`config.mk`:
```
export PLATFORM = sky130hd
export DESIGN_NAME = fast_rom_arbiter
export DESIGN_NICKNAME = d
export VERILOG_FILES = /design/src/rtl/fast_rom_arbiter_pkg.sv /design/src/rtl/fra_speed_snoop.sv /design/src/rtl/fra_access_decode.sv /design/src/rtl/fast_rom_arbiter.sv
export SDC_FILE = /design/constraint.sdc
export NUM_CORES = 1
export LEC_CHECK = 0
export BUFFER_PORTS_ARGS = -buffer_cell sky130_fd_sc_hd__buf_2
export CORE_AREA = 2 2 39 41
export CTS_CLUSTER_DIAMETER = 200
export DETAILED_ROUTE_END_ITERATION = 10
export DIE_AREA = 0 0 41 43
export GPL_TIMING_DRIVEN = 0
export HOLD_SLACK_MARGIN = 0.08
export REMOVE_ABC_BUFFERS = 1
export SLEW_MARGIN = 0
export SYNTH_ARGS = -nofsm -noshare
export SYNTH_HDL_FRONTEND = slang
export SYNTH_SLANG_ARGS = --single-unit
export TNS_END_PERCENT = 5
```
`constraint.sdc`:
```
create_clock -name clk -period 1.83 [get_ports clk]
set_input_delay 0.549 -clock clk [delete_from_list [all_inputs] [get_ports clk]]
set_output_delay 0.549 -clock clk [all_outputs]
set_load 0.01 [all_outputs]
```
`src/rtl/fast_rom_arbiter_pkg.sv`:
```
package fast_rom_arbiter_pkg;
  // One-hot owner of the shared ROM interface
  typedef enum logic [1:0] {
    OWNER_COP  = 2'b01,
    OWNER_HOST = 2'b10
  } rom_owner_e;
endpackage

```
`src/rtl/fra_speed_snoop.sv`:
```
module fra_speed_snoop #(
  parameter int BANK_W   = 8,
  parameter int ADDR_W   = 16,
  parameter int DATA_W   = 8,
  parameter logic [ADDR_W-1:0] REG_OFFSET = 16'h420D,
  parameter int ENABLE_BIT = 0
) (
  input  logic              clk,
  input  logic              rst,
  input  logic [BANK_W-1:0] bank,
  input  logic [ADDR_W-1:0] addr,
  input  logic              wr,
  input  logic [DATA_W-1:0] wdata,
  output logic              fast_en
);
  // Register is visible only in banks whose bit (BANK_W-2) is clear
  localparam int SYS_BIT = BANK_W - 2;

  logic reg_hit;
  assign reg_hit = wr && (addr == REG_OFFSET) && !bank[SYS_BIT];

  always_ff @(posedge clk) begin
    if (rst)          fast_en <= 1'b0;
    else if (reg_hit) fast_en <= wdata[ENABLE_BIT];
  end

  // mode bit holds across cycles without a register hit
  p_mode_hold_r3: assert property (@(posedge clk) disable iff (rst)
    !(wr && (addr == REG_OFFSET) && !bank[SYS_BIT]) |=> $stable(fast_en));
endmodule

```
`src/rtl/fra_access_decode.sv`:
```
module fra_access_decode #(
  parameter int BANK_W = 8,
  parameter int ADDR_W = 16
) (
  input  logic [BANK_W-1:0] bank,
  input  logic [ADDR_W-1:0] addr,
  input  logic              rd,
  input  logic              dma,
  output logic              fast_rom_rd
);
  localparam int HI_BIT  = BANK_W - 1;  // upper half of bank space: fast grade
  localparam int MAP_BIT = BANK_W - 2;  // upper quarter: whole bank is ROM
  localparam int WIN_BIT = ADDR_W - 1;  // upper half of offset: ROM window

  logic in_rom;
  assign in_rom      = bank[MAP_BIT] || addr[WIN_BIT];
  assign fast_rom_rd = rd && !dma && bank[HI_BIT] && in_rom;
endmodule

```
`src/rtl/fast_rom_arbiter.sv`:
```
module fast_rom_arbiter
  import fast_rom_arbiter_pkg::*;
#(
  parameter int BANK_W = 8,
  parameter int ADDR_W = 16,
  parameter int DATA_W = 8,
  parameter logic [ADDR_W-1:0] SPEED_REG = 16'h420D,
  parameter int SPEED_BIT = 0
) (
  input  logic              clk,
  input  logic              rst,
  input  logic [BANK_W-1:0] host_bank,
  input  logic [ADDR_W-1:0] host_addr,
  input  logic              host_rd,
  input  logic              host_wr,
  input  logic              host_dma,
  input  logic [DATA_W-1:0] host_wdata,
  output logic              cop_pause,
  output logic [1:0]        rom_owner
);
  logic fast_en;
  logic fast_rom_rd;

  fra_speed_snoop #(
    .BANK_W(BANK_W), .ADDR_W(ADDR_W), .DATA_W(DATA_W),
    .REG_OFFSET(SPEED_REG), .ENABLE_BIT(SPEED_BIT)
  ) u_snoop (
    .clk(clk), .rst(rst), .bank(host_bank), .addr(host_addr),
    .wr(host_wr), .wdata(host_wdata), .fast_en(fast_en)
  );

  fra_access_decode #(.BANK_W(BANK_W), .ADDR_W(ADDR_W)) u_decode (
    .bank(host_bank), .addr(host_addr), .rd(host_rd), .dma(host_dma),
    .fast_rom_rd(fast_rom_rd)
  );

  // Registered pause and owner; mode used is the one before this cycle's write
  always_ff @(posedge clk) begin
    if (rst) begin
      cop_pause <= 1'b0;
      rom_owner <= OWNER_COP;
    end else if (fast_en && fast_rom_rd) begin
      cop_pause <= 1'b1;
      rom_owner <= OWNER_HOST;
    end else begin
      cop_pause <= 1'b0;
      rom_owner <= OWNER_COP;
    end
  end

  // owner is one-hot and tracks the pause
  p_owner_match_r9: assert property (@(posedge clk) disable iff (rst)
    $onehot(rom_owner) && (rom_owner[1] == cop_pause));
  // DMA reads never pause
  p_dma_no_pause_r7: assert property (@(posedge clk) disable iff (rst)
    (host_rd && host_dma) |=> !cop_pause);
  // low-bank reads never pause
  p_low_bank_r6: assert property (@(posedge clk) disable iff (rst)
    (host_rd && !host_bank[BANK_W-1]) |=> !cop_pause);
  // no pause when mode was off
  p_mode_off_r8: assert property (@(posedge clk) disable iff (rst)
    !fast_en |=> !cop_pause);
  // no read strobe means pause released on the next edge
  p_release_r9: assert property (@(posedge clk) disable iff (rst)
    !host_rd |=> !cop_pause);
endmodule

```
==> implementation parameters <==
Parameter                              Value

Setup path
  Launch point of the worst path    cop_pause
  Worst stage delay on the critical path    310 ps
  Critical path startpoint category    register
  Library cell contributing the largest single delay on the critical path    sky130_fd_sc_hd__dfxtp_1
  Reg-to-reg critical path endpoint    rom_owner[0]
  Top fanout value on the critical path    2
  Required time of the worst setup path    1280 ps
  CP Capture Type    output port
  Cells along the critical path    buf_2
  Cell family with the largest share of critical-path delay    flip-flops
  Setup Crit Path Kind    reg2out
  Combined buffer and inverter count along the critical path    1
  R2R Setup Slk    790 ps
  Cells on worst reg2reg path    2
  CP arrival    660 ps
  RR Startpoint    u_snoop.fast_en

Clock network
  Num CTS Buffers    3
  CTS root buf    sky130_fd_sc_hd__clkbuf_4
  Number of clock sinks    3
  Clock buffer depth    2
  Clock tree from TritonCTS    built
  Clock-pin slew reported for the worst setup and hold paths after clock tree synthesis    40 ps
  Worst-skew pair later-pin latency    230 ps
  Postcts setup bufs    0
  CTS HTree Levels    1
  CTS Hold Buffers Added    0
  Post-CTS Resized    0

Timing
  Crit path setup slack, layout    622 ps
  Setup repair after global routing missed its margin    false
  Final critical-path share of the clock period    0.660
  Final Max Slew Viols    0
  Worst Skew    4.08 ps
  Summed negative setup slack over all endpoints    0 ps
  Achievable frequency    0.827 GHz
  Worst slew slack as a fraction of its limit    0.824
  Total count of hold-check failures in the final report    0
  Minimum period implied by the final worst setup slack    1210 ps
  Slew @ Worst Pin    261 ps
  # setup viols final    0

Die
  Die X-Extent    41 um
  Initial core utilization    0.120
  Die Area    1760 sq um
  Placement row count    14
  Core box area    1380 sq um
  Number of top-level design ports    40
  Die Y    43 um

Routing
  Count of routing violations after the opening detailed-route iteration    0
  Vias after detailed routing    239
  Total detailed-routing wirelength    480 um
  Total DRC errors in the routed layout    0
  Initial DRT Pass Iterations    1
  Via density    3.79
  Count of nets left with antenna violations after detail routing    0
  Wire length per cell    7.62 um

Placed design
  I/O Buffers    26
  Post-place setup slack    396 ps
  Post-placement cell count    59
  Final weighted congestion of routability-driven global placement    0.552

Synth
  Number of synthesized register bits    3
  Number of warnings printed during yosys synthesis    0
  Post-Synthesis Cells    18
  Unique masters post-synth    14
  Average cell area after synthesis    9.25 sq um
  Netlist area before placement    166 sq um
  Sequential fraction of the synthesis area    0.361

Global route
  Sum of overflow across all layers after global routing    0
  Pin count of the biggest net entering global routing    3
  Aggregate global-route resource usage    0.0812
  Global-route wire length before repair    876 um
  Vias in the first global route    243
  Number of antenna violations at the first check in global routing    0

Power
  VDD IR-drop max    155 uV
  Leakage component of the power    0.000183 uW
  Total power per unit cell area    626 nW/um^2

Flow run
  MaxCap Viol Count    0

Min path
  Source of the worst hold timing path    u_snoop.fast_en
  Hold Crit Endpoint    u_snoop.fast_en
  Depth of the worst hold-timing path    2
  Path class of the lowest-slack min-delay path    reg2reg

Final layout
  Synth-to-Final Area Change    102%
  Final core area utilization    0.242
  Number of fill cells    157
  Non-filler cells, final    63
  Net count, final    85
  Area occupied by multi-input gates    95.1 sq um
  Layout cells sized above 1    0.702
  Highest-count cells in the layout ignoring fill and taps    sky130_fd_sc_hd__buf_2, sky130_fd_sc_hd__clkbuf_4, sky130_fd_sc_hd__dfxtp_1, sky130_fd_sc_hd__nand2_1, sky130_fd_sc_hd__nor3_1
  Antenna diode count    0
  Most frequent standard cell in the layout excluding fill and tap cells    sky130_fd_sc_hd__buf_2
  Sequential Area    60.1 sq um

Run status
  Status    completed
## cell families (layout without fill, tap and decap cells)
logic type | Yosys count | count (layout) | share of synthesized area
flip-flops | 3 | 3 | 0.361
AND/OR/NAND/NOR | 12 | 12 | 0.511
buffers and inverters | 2 | 31 | 0.0677
multiplexers | 1 | 1 | 0.0602
## report_power, final
group / switching, uW / internal [uW]
combinational: 8.95 / 21.2
sequential: 0.0000704 / 65.8
clock: 32.2 / 81.6
total: 41.2 / 169
## how the worst max path moves through the flow
stage	to	cells after the start	slack [ps]
2_1_floorplan	rom_owner[0]	2	520
3_3_place_gp	rom_owner[0]	3	400
3_5_place_dp	rom_owner[0]	3	400
4_1_cts	cop_pause	1	610
5_1_grt	rom_owner[1]	1	550
6_report	cop_pause	1	620
## stage by stage
| step | cell area [sq um] | hold slack (ps) | total power (uW) |
|---|---|---|---|
| floorplan | 159 | 470 | 72.7 |
| global placement | 309 | 479 | 96.9 |
| detailed placement | 309 | 489 | 97.5 |
| CTS | 335 | 495 | 217 |
| global route | 335 | 522 | 237 |
| finish | 335 | 490 | 210 |
## registers in the layout, summed over array words and instances (netlist names)
| signal | count |
|---|---|
| cop_pause | 1 |
| rom_owner | 1 |
| u_snoop.fast_en | 1 |
## Yosys cell counts (all sizes together)
master | n | area [sq um]
dfxtp | 3 | 60.1
nand2 | 2 | 7.51
nand2b | 2 | 22.5
nor3 | 2 | 10.0
buf | 1 | 7.51
inv | 1 | 3.75
mux2i | 1 | 10.0
nand4 | 1 | 6.26
nand4b | 1 | 8.76
nor2 | 1 | 3.75
nor4 | 1 | 6.26
nor4b | 1 | 8.76
or4 | 1 | 11.3
## metal layers
layer	vias up	track usage	share of wire
met5	-	0	0
met4	0	0.0800	0
met3	0	0.0471	0.11
met2	13	0.122	0.56
met1	102	0.0671	0.33
li1	124	-	-
## area by class of cell
type / instances / area share
well taps: 16 / 0.0597
clock buffers: 4 / 0.0784
flip-flops and latches: 3 / 0.179
repair buffers: 26 / 0.388
inverters: 1 / 0.0112
multi-input cells: 13 / 0.284
(Power assumes the default switching activity.)
